**src/rtl/tot_pkg.sv**
```systemverilog
package tot_pkg;
  localparam int TS_W  = 5;
  localparam int TOT_W = 4;
  localparam int CH_W  = 7;

  typedef struct packed {
    logic [TS_W-1:0]  ts;
    logic [TOT_W-1:0] tot;
  } hit_rec_t;

  // floor(log2 d)+1, saturated at the top code
  function automatic logic [TOT_W-1:0] tot_code(input logic [31:0] dur);
    int msb;
    msb = 0;
    for (int i = 0; i < 32; i++) if (dur[i]) msb = i + 1;
    if (msb > (1 << TOT_W) - 1) msb = (1 << TOT_W) - 1;
    return TOT_W'(msb);
  endfunction
endpackage

```
**src/rtl/tot_channel.sv**
```systemverilog
module tot_channel
  import tot_pkg::*;
#(
  parameter int DEPTH = 4,
  parameter int DUR_W = 16
) (
  input  logic            clk_i,
  input  logic            rst_ni,
  input  logic            tick_i,
  input  logic            disc_i,
  input  logic [TS_W-1:0] now_i,
  input  logic [TS_W-1:0] lat_i,
  input  logic            trig_i,
  input  logic            pop_i,
  output logic            sel_valid_o,
  output hit_rec_t        rec_o,
  output logic            ovf_o
);
  localparam int IDX_W = (DEPTH > 1) ? $clog2(DEPTH) : 1;
  localparam logic [DUR_W-1:0] DUR_MAX = '1;

  logic             disc_q;
  logic [TS_W-1:0]  cap_ts_q;
  logic [DUR_W-1:0] dur_q;
  logic [DEPTH-1:0] slot_v_q;
  hit_rec_t         slot_q [DEPTH];
  logic             sel_v_q;
  logic [IDX_W-1:0] sel_idx_q;
  logic             ovf_q;

  logic rise, fall, hold;
  logic free_ok, hit_ok;
  logic [IDX_W-1:0] free_idx, hit_idx;
  logic [DEPTH-1:0] match, stale;
  logic [TS_W:0] lat_w;

  assign lat_w = {1'b0, lat_i};

  for (genvar g = 0; g < DEPTH; g++) begin : g_age
    logic [TS_W-1:0] age;
    logic [TS_W:0]   age_w;
    assign age      = now_i - slot_q[g].ts;
    assign age_w    = {1'b0, age};
    assign match[g] = slot_v_q[g] && (age_w + 1'b1 >= lat_w) && (age_w <= lat_w + 1'b1);
    assign stale[g] = slot_v_q[g] && (age_w > lat_w + 1'b1);
  end

  always_comb begin
    rise     = tick_i & disc_i & ~disc_q;
    fall     = tick_i & ~disc_i & disc_q;
    hold     = tick_i & disc_i & disc_q;
    free_ok  = 1'b0;
    free_idx = '0;
    hit_ok   = 1'b0;
    hit_idx  = '0;
    // descending scan: lowest slot wins
    for (int i = DEPTH - 1; i >= 0; i--) begin
      if (!slot_v_q[i]) begin
        free_ok  = 1'b1;
        free_idx = IDX_W'(i);
      end
      if (match[i]) begin
        hit_ok  = 1'b1;
        hit_idx = IDX_W'(i);
      end
    end
  end

  always_ff @(posedge clk_i or negedge rst_ni) begin
    if (!rst_ni) begin
      disc_q    <= 1'b0;
      cap_ts_q  <= '0;
      dur_q     <= '0;
      slot_v_q  <= '0;
      sel_v_q   <= 1'b0;
      sel_idx_q <= '0;
      ovf_q     <= 1'b0;
      for (int i = 0; i < DEPTH; i++) slot_q[i] <= '0;
    end else begin
      if (tick_i) disc_q <= disc_i;
      if (rise) begin
        cap_ts_q <= now_i;
        dur_q    <= DUR_W'(1);
      end else if (hold && dur_q != DUR_MAX) begin
        dur_q <= dur_q + 1'b1;
      end
      for (int i = 0; i < DEPTH; i++) begin
        if (trig_i && stale[i]) slot_v_q[i] <= 1'b0;
        if (pop_i && sel_v_q && sel_idx_q == IDX_W'(i)) slot_v_q[i] <= 1'b0;
        if (fall && free_ok && free_idx == IDX_W'(i)) begin
          slot_v_q[i] <= 1'b1;
          slot_q[i]   <= '{ts: cap_ts_q, tot: tot_code(32'(dur_q))};
        end
      end
      if (fall && !free_ok) ovf_q <= 1'b1;
      if (trig_i && hit_ok) begin
        sel_v_q   <= 1'b1;
        sel_idx_q <= hit_idx;
      end else if (pop_i) begin
        sel_v_q <= 1'b0;
      end
    end
  end

  assign sel_valid_o = sel_v_q;
  assign rec_o       = slot_q[sel_idx_q];
  assign ovf_o       = ovf_q;
endmodule

```
**src/rtl/tot_readout.sv**
```systemverilog
module tot_readout #(
  parameter int NCH   = 4,
  parameter int CUR_W = 2
) (
  input  logic [NCH-1:0]   pend_i,
  input  logic             ready_i,
  output logic             valid_o,
  output logic [CUR_W-1:0] cur_o,
  output logic             last_o,
  output logic [NCH-1:0]   pop_o
);
  logic [NCH-1:0] first;

  always_comb begin
    cur_o = '0;
    first = '0;
    for (int i = NCH - 1; i >= 0; i--) begin
      if (pend_i[i]) begin
        cur_o = CUR_W'(i);
        first = '0;
        first[i] = 1'b1;
      end
    end
  end

  assign valid_o = |pend_i;
  assign last_o  = valid_o && ((pend_i & ~first) == '0);
  assign pop_o   = ready_i ? first : '0;
endmodule

```
**src/rtl/tot_hit_digitizer.sv**
```systemverilog
module tot_hit_digitizer
  import tot_pkg::*;
#(
  parameter int NCH   = 4,
  parameter int DEPTH = 4,
  parameter int DUR_W = 16
) (
  input  logic             clk_i,
  input  logic             rst_ni,
  input  logic             tick_i,
  input  logic [NCH-1:0]   disc_i,
  input  logic [TS_W-1:0]  lat_i,
  input  logic             trig_i,
  input  logic             rd_ready_i,
  output logic             rd_valid_o,
  output logic [CH_W-1:0]  rd_chan_o,
  output logic [TS_W-1:0]  rd_ts_o,
  output logic [TOT_W-1:0] rd_tot_o,
  output logic             rd_last_o,
  output logic [NCH-1:0]   ovf_o
);
  localparam int CUR_W = (NCH > 1) ? $clog2(NCH) : 1;

  logic [TS_W-1:0]  now_q;
  logic             trig_go;
  hit_rec_t         rec [NCH];
  logic [NCH-1:0]   pend, pop;
  logic [CUR_W-1:0] cur;

  always_ff @(posedge clk_i or negedge rst_ni) begin
    if (!rst_ni)     now_q <= '0;
    else if (tick_i) now_q <= now_q + 1'b1;
  end

  // triggers during a readout are dropped
  assign trig_go = trig_i & ~rd_valid_o;

  for (genvar g = 0; g < NCH; g++) begin : g_ch
    tot_channel #(.DEPTH(DEPTH), .DUR_W(DUR_W)) u_ch (
      .clk_i       (clk_i),
      .rst_ni      (rst_ni),
      .tick_i      (tick_i),
      .disc_i      (disc_i[g]),
      .now_i       (now_q),
      .lat_i       (lat_i),
      .trig_i      (trig_go),
      .pop_i       (pop[g]),
      .sel_valid_o (pend[g]),
      .rec_o       (rec[g]),
      .ovf_o       (ovf_o[g])
    );
  end

  tot_readout #(.NCH(NCH), .CUR_W(CUR_W)) u_rd (
    .pend_i  (pend),
    .ready_i (rd_ready_i),
    .valid_o (rd_valid_o),
    .cur_o   (cur),
    .last_o  (rd_last_o),
    .pop_o   (pop)
  );

  assign rd_chan_o = CH_W'(cur);
  assign rd_ts_o   = rec[cur].ts;
  assign rd_tot_o  = rec[cur].tot;
endmodule

```
**config.mk**
```make
export PLATFORM = sky130hd
export DESIGN_NAME = tot_hit_digitizer
export DESIGN_NICKNAME = d
export VERILOG_FILES = /design/src/rtl/tot_pkg.sv /design/src/rtl/tot_channel.sv /design/src/rtl/tot_readout.sv /design/src/rtl/tot_hit_digitizer.sv
export SDC_FILE = /design/constraint.sdc
export NUM_CORES = 1
export LEC_CHECK = 0
export CAP_MARGIN = 40
export CORE_MARGIN = 4
export CORE_UTILIZATION = 60
export DETAILED_ROUTE_END_ITERATION = 16
export PLACE_DENSITY = 0.77
export SYNTH_ARGS = -nofsm -noshare
export SYNTH_HDL_FRONTEND = slang
export SYNTH_SLANG_ARGS = --single-unit
```
**constraint.sdc**
```tcl
create_clock -name clk_i -period 4.5 [get_ports clk_i]
set_input_delay 0.9 -clock clk_i [delete_from_list [all_inputs] [get_ports clk_i]]
set_output_delay 0.9 -clock clk_i [all_outputs]
set_load 0.05 [all_outputs]
```
==> impl_metrics.py, run 1 <==
metrics = {
    "clocking": {
        "cts_resized": 0,
        "post_cts_buffers": 0,
        "cts_tree": "done",
        "cts_sinks": 269,
        "hold_buffers": 0,
        "clk_latency_ps": 570,
        "cts.path.max_buffers": 3,
        "clkTransAtPathRegs_ps": 60,
        "htreeDepth": 1,
        "cts_inserted_buffers": 31,
        "clockRootBuffer": "clkbuf_16",
    },
    "routing": {
        "avgRoutedWirePerCell_um": 19.8,
        "ant_nets": 0,
        "dr.pass1.iters": 6,
        "viasPerCell": 6.12,
        "drc": 0,
        "routed_wl_mm": 50.9,
        "vias": 15800,
        "first_iter_violations": 1079,
    },
    "timing": {
        "slew_violations": 0,
        "setup_viol": 0,
        "worst-slew-pin-transition_ps": 852,
        "fin_skew_ps": 11.2,
        "post-route-period-util_pct": 96.5,
        "finalHoldViolations": 0,
        "slew_headroom_pct": 43.0,
        "fmax_ghz": 0.230,
        "holdWs_ps": 270,
        "fin_crit_ps": 4340,
        "rsz0062_at_grt": "false",
        "tns_ps": 0,
    },
    "floorplanning": {
        "die-area_sq_um": 36200,
        "initial_core_util_pct": 61.0,
        "ioPinCount": 36,
        "fp.dieH_um": 190,
        "fp.dieW_um": 190,
        "coreArea_sq_um": 32700,
        "rows": 66,
    },
    "synthesis": {
        "synth_area_leaders": "dfrtp_1 (34%), ha_1 (16%), mux2_2 (4.1%)",
        "syn_area_per_cell_sq_um": 9.66,
        "yosysTopAreaCellShare_pct": 33.8,
        "netlist_instances": 2065,
        "async_flop_share_pct": 100,
        "yosysUniqueCellTypes": 87,
        "synth_edf_count": 0,
        "synth_ff_type": "dfrtp_1",
        "seq_area_frac_synth_pct": 33.8,
        "synth_top_area_cell": "dfrtp_1",
        "synth_area_sq_um": 19900,
        "ys_ff_latch": 269,
        "ys_warn_count": 0,
    },
    "placement": {
        "port_buffers": 30,
        "hpwlAfterDp_mm": 38.1,
        "gp_congestion": 0.938,
    },
    "critical_path": {
        "required_ps": 3600,
        "r2r_slack_ps": 490,
        "r2r_cells": 15,
        "rr_startpoint": "now_q[0]",
        "cp_data_arrival_time_ps": 3440,
        "criticalPathCategory": "register to primary output",
        "cp_max_fo": 22,
        "reg2reg_to": "g_ch[0].u_ch.sel_valid_o",
        "start_kind": "register",
        "end_kind": "primary output",
    },
    "flow_run": {
        "maxCapViolCount": 0,
    },
    "global_routing": {
        "antenna_found_initial": 3,
        "grt_max_degree": 96,
        "grt_remaining_overflow": 0,
        "grt_usage_pct": 28.4,
        "grt_pass1_wl_mm": 82.6,
        "first_global_vias": 15900,
    },
    "outcome": {
        "status": "finished, final reports clean",
    },
    "final_layout": {
        "drive_gt1_share_pct": 11.9,
        "final_common_cell": "dfrtp_1",
        "finalNetCount": 2387,
        "mostFrequentLayoutCells": "dfrtp_1 (268), ha_1 (250), nor2_1 (177)",
        "syn2layout_area_growth_pct": 9.69,
    },
    "worst_hold_path": {
        "hold_class": "primary input to async pin",
    },
}
-- through the flow --
stage	area [sq um]	setup WS [ps]	cells	utilization [%]
after floorplan	20000	664	2069	-
after global placement	20800	57.4	2512	63.6
after detailed placement	20900	161	2516	63.8
after CTS	21900	261	2573	66.9
after global routing	21900	51.7	2575	66.9
final	21900	156	2576	66.9
-- per-layer routing --
layer	wire [um]	global-route usage [%]
met1	21000	36.6
met4	2450	12.0
met5	92	1.51
met2	23700	46.3
met3	3610	6.26
-- synthesized netlist by cell type (all sizes together) (9+ instances only) --
| cell | n |
|---|---|
| dfrtp | 269 |
| ha | 250 |
| nor2 | 177 |
| nand2 | 145 |
| inv | 141 |
| a21oi | 135 |
| o21ai | 114 |
| xor2 | 83 |
| mux2 | 81 |
| xnor2 | 81 |
| nand3 | 75 |
| nor3 | 43 |
| clkbuf | 40 |
| and3 | 36 |
| mux4 | 36 |
| buf | 29 |
| nand2b | 29 |
| a21o | 26 |
| a31oi | 20 |
| nand4 | 20 |
| o221ai | 19 |
| fa | 16 |
| o21bai | 16 |
| nor2b | 15 |
| nor3b | 14 |
| and2 | 11 |
| or2 | 10 |
| o22ai | 9 |
-- area by class of cell --
type	count	area, sq um
diodes	3	7.51
clock buffers	39	846
clock inverters	18	171
fillers	2586	10800
inverters	141	529
multi-input cells	1587	12300
flip-flops and latches	269	6730
well taps	442	553
repair buffers	77	729
-- critical path, stage by stage (launching register included) --
cell	delay, ps
dfrtp_1	460
nor2_1	430
o21ai_1	140
buf_4	210
inv_1	580
nand2_1	130
o21ai_0	120
nor2_1	70
a31oi_1	490
buf_12	210
-- flip-flops by register name (all words and copies together) (netlist names) --
signal,count
g_ch.u_ch.slot_v_q,16
g_ch.u_ch.slot_q,144
g_ch.u_ch.ovf_o,4
g_ch.u_ch.sel_valid_o,4
now_q,5
g_ch.u_ch.cap_ts_q,20
g_ch.u_ch.disc_q,4
g_ch.u_ch.sel_idx_q,8
g_ch.u_ch.dur_q,64
-- kinds of logic after synthesis --
family	count (synthesis)	synth area share [%]
compound gates	419	13.1
xor+xnor	164	7.39
fa+ha+maj	266	17.3
buf+inv	213	4.73
flops	269	33.8
mux	119	8.74
other cells	1	0.0188
simple gates	614	15.0
-- worst max-delay path by stage --
stage / from / end / slack, ps / depth (start not counted)
after global routing: g_ch[0].u_ch.sel_valid_o / rd_ts_o[3] / 50 / 9
final: g_ch[1].u_ch.sel_valid_o / rd_ts_o[3] / 160 / 9
after global placement: lat_i[1] / g_ch[2].u_ch.sel_idx_q[0] / 60 / 11
after detailed placement: lat_i[1] / g_ch[3].u_ch.sel_idx_q[0] / 160 / 12
after floorplan: now_q[1] / g_ch[1].u_ch.sel_idx_q[0] / 660 / 11
after CTS: g_ch[1].u_ch.sel_valid_o / rd_ts_o[3] / 260 / 9
Power of run 1 is not shown: default switching activity piles up to over one toggle a cycle in this logic, so the estimate is an artifact.
==> run 2: changes to the inputs <==
--- a/config.mk
+++ b/config.mk
@@ -6,6 +6,7 @@
 export NUM_CORES = 1
 export LEC_CHECK = 0
 export CAP_MARGIN = 40
+export CORE_ASPECT_RATIO = 1.4
 export CORE_MARGIN = 4
 export CORE_UTILIZATION = 60
 export DETAILED_ROUTE_END_ITERATION = 16
==> impl_metrics.py, run 2 (same netlist as run 1, synthesis figures left out) <==
metrics = {
    "outcome": {
        "status": "finished, final reports clean",
    },
    "final_layout": {
        "final_common_cell": "dfrtp_1",
        "finalNetCount": 2383,
        "mostFrequentLayoutCells": "dfrtp_1 (268), ha_1 (250), nor2_1 (177)",
        "top_regs": "g_ch.u_ch.slot_q: 144 flops, g_ch.u_ch.dur_q: 64 flops, g_ch.u_ch.cap_ts_q: 20 flops",
        "regMostFlops": "g_ch.u_ch.slot_q",
        "drive_gt1_share_pct": 11.6,
        "syn2layout_area_growth_pct": 9.55,
        "largest_reg_flops": 144,
    },
    "floorplanning": {
        "ioPinCount": 36,
        "die-area_sq_um": 36300,
        "fp.dieH_um": 224,
        "coreArea_sq_um": 32600,
        "initial_core_util_pct": 61.2,
        "fp.dieW_um": 162,
        "rows": 78,
    },
    "routing": {
        "vias": 15900,
        "routed_wl_mm": 51.6,
        "avgRoutedWirePerCell_um": 20.1,
        "first_iter_violations": 1022,
        "drc": 0,
        "dr.pass1.iters": 7,
        "ant_nets": 0,
        "viasPerCell": 6.21,
    },
    "placement": {
        "port_buffers": 30,
        "gp_congestion": 0.940,
        "hpwlAfterDp_mm": 38.6,
    },
    "critical_path": {
        "cp_max_fo": 22,
        "cpMaxStageDelayCell": "clkdlybuf4s50_1",
        "start_kind": "register",
        "cp_slowest_stage_delay_ps": 870,
        "cp_data_arrival_time_ps": 3370,
        "required_ps": 3600,
        "criticalPathCategory": "register to primary output",
        "crit_chain": "nor2_1, o21ai_1, buf_4, clkinvlp_4, nand2_1, a31oi_1, clkdlybuf4s50_1",
        "end_kind": "primary output",
    },
    "timing": {
        "post-route-period-util_pct": 94.8,
        "rsz0062_at_grt": "false",
        "slew_headroom_pct": 43.7,
        "slew_violations": 0,
        "fin_skew_ps": 19.5,
        "setup_viol": 0,
        "worst-slew-pin-transition_ps": 843,
        "finalHoldViolations": 0,
        "fin_crit_ps": 4270,
        "tns_ps": 0,
        "fmax_ghz": 0.234,
    },
    "clocking": {
        "post_cts_buffers": 0,
        "cts_tree": "done",
        "htreeDepth": 1,
        "cts_resized": 0,
        "hold_buffers": 0,
        "cts.path.max_buffers": 3,
        "clk_latency_ps": 570,
        "cts_inserted_buffers": 28,
        "cts_sinks": 269,
        "clockRootBuffer": "clkbuf_16",
        "clkTransAtPathRegs_ps": 70,
    },
    "flow_run": {
        "maxCapViolCount": 0,
    },
    "worst_hold_path": {
        "hold_class": "primary input to async pin",
    },
    "global_routing": {
        "first_global_vias": 16100,
        "grt_pass1_wl_mm": 83.5,
        "grt_max_degree": 98,
        "antenna_found_initial": 1,
        "grt_usage_pct": 28.5,
        "grt_remaining_overflow": 0,
    },
}
==> run 2: changes by cell type in the layout (fill, tap and decap cells not counted), moves of 2 or more <==
cell | before | now
clkdlybuf4s50_1 | 20 | 26
clkbuf_1 | 4 | 0
buf_12 | 5 | 2
buf_6 | 3 | 0
bufinv_16 | 2 | 5
clkinv_4 | 0 | 3
clkinvlp_4 | 8 | 5
clkbuf_16 | 31 | 29
clkbuf_8 | 4 | 6
clkinv_2 | 5 | 3
diode_2 | 3 | 1
==> run 2: per-stage QoR <==
step | instances | instance area [sq um] | setup slack [ps] | utilization (%) | hold slack (ps)
after global placement | 2512 | 20800 | 226 | 63.7 | 458
final | 2566 | 21800 | 233 | 67.0 | 374
after detailed placement | 2513 | 20800 | 74.8 | 63.8 | 471
after global routing | 2566 | 21800 | 130 | 67.0 | 428
after CTS | 2565 | 21800 | 92.3 | 67.0 | 397
after floorplan | 2069 | 20000 | 664 | - | 443
==> run 2: layer usage <==
metal | track usage [%] | vias up | share of wire [%]
li1 | - | 7448 | -
met1 | 34.8 | 7808 | 39
met2 | 48.4 | 499 | 49
met3 | 4.20 | 176 | 5.5
met4 | 16.2 | 0 | 6.2
met5 | 0 | - | 0
==> run 2: final cells by class <==
cell class              count  area (sq um)
fillers                  2588         10700
repair buffers             76           676
inverters                 141           533
multi-input cells        1587         12300
diodes                      1          2.50
flip-flops and latches    269          6730
clock inverters            17           239
clock buffers              35           808
well taps                 440           551
==> run 2: final timing paths <==
path | from | endpoint | slack (ps) | cells past startpoint
hold / removal | rst_ni | g_ch[0].u_ch.dur_q[2] | 370 | 1
max in group asynchronous | rst_ni | g_ch[0].u_ch.slot_q[17] | 2980 | 2
setup / recovery | g_ch[0].u_ch.sel_valid_o | rd_ts_o[4] | 230 | 7
hold reg to reg | g_ch[0].u_ch.slot_q[1] | g_ch[0].u_ch.slot_q[1] | 490 | 2
min in group clk_i | g_ch[0].u_ch.slot_q[1] | g_ch[0].u_ch.slot_q[1] | 490 | 2
setup reg to reg | now_q[0] | g_ch[3].u_ch.sel_idx_q[0] | 570 | 15
==> run 2: worst max-delay path, delay by kind of cell (launching register included) <==
family	cells	cell delay [ps]
buf+inv	3	1360
compound gates	2	450
flops	1	480
simple gates	2	510
Power of run 2 is left out for the same reason.
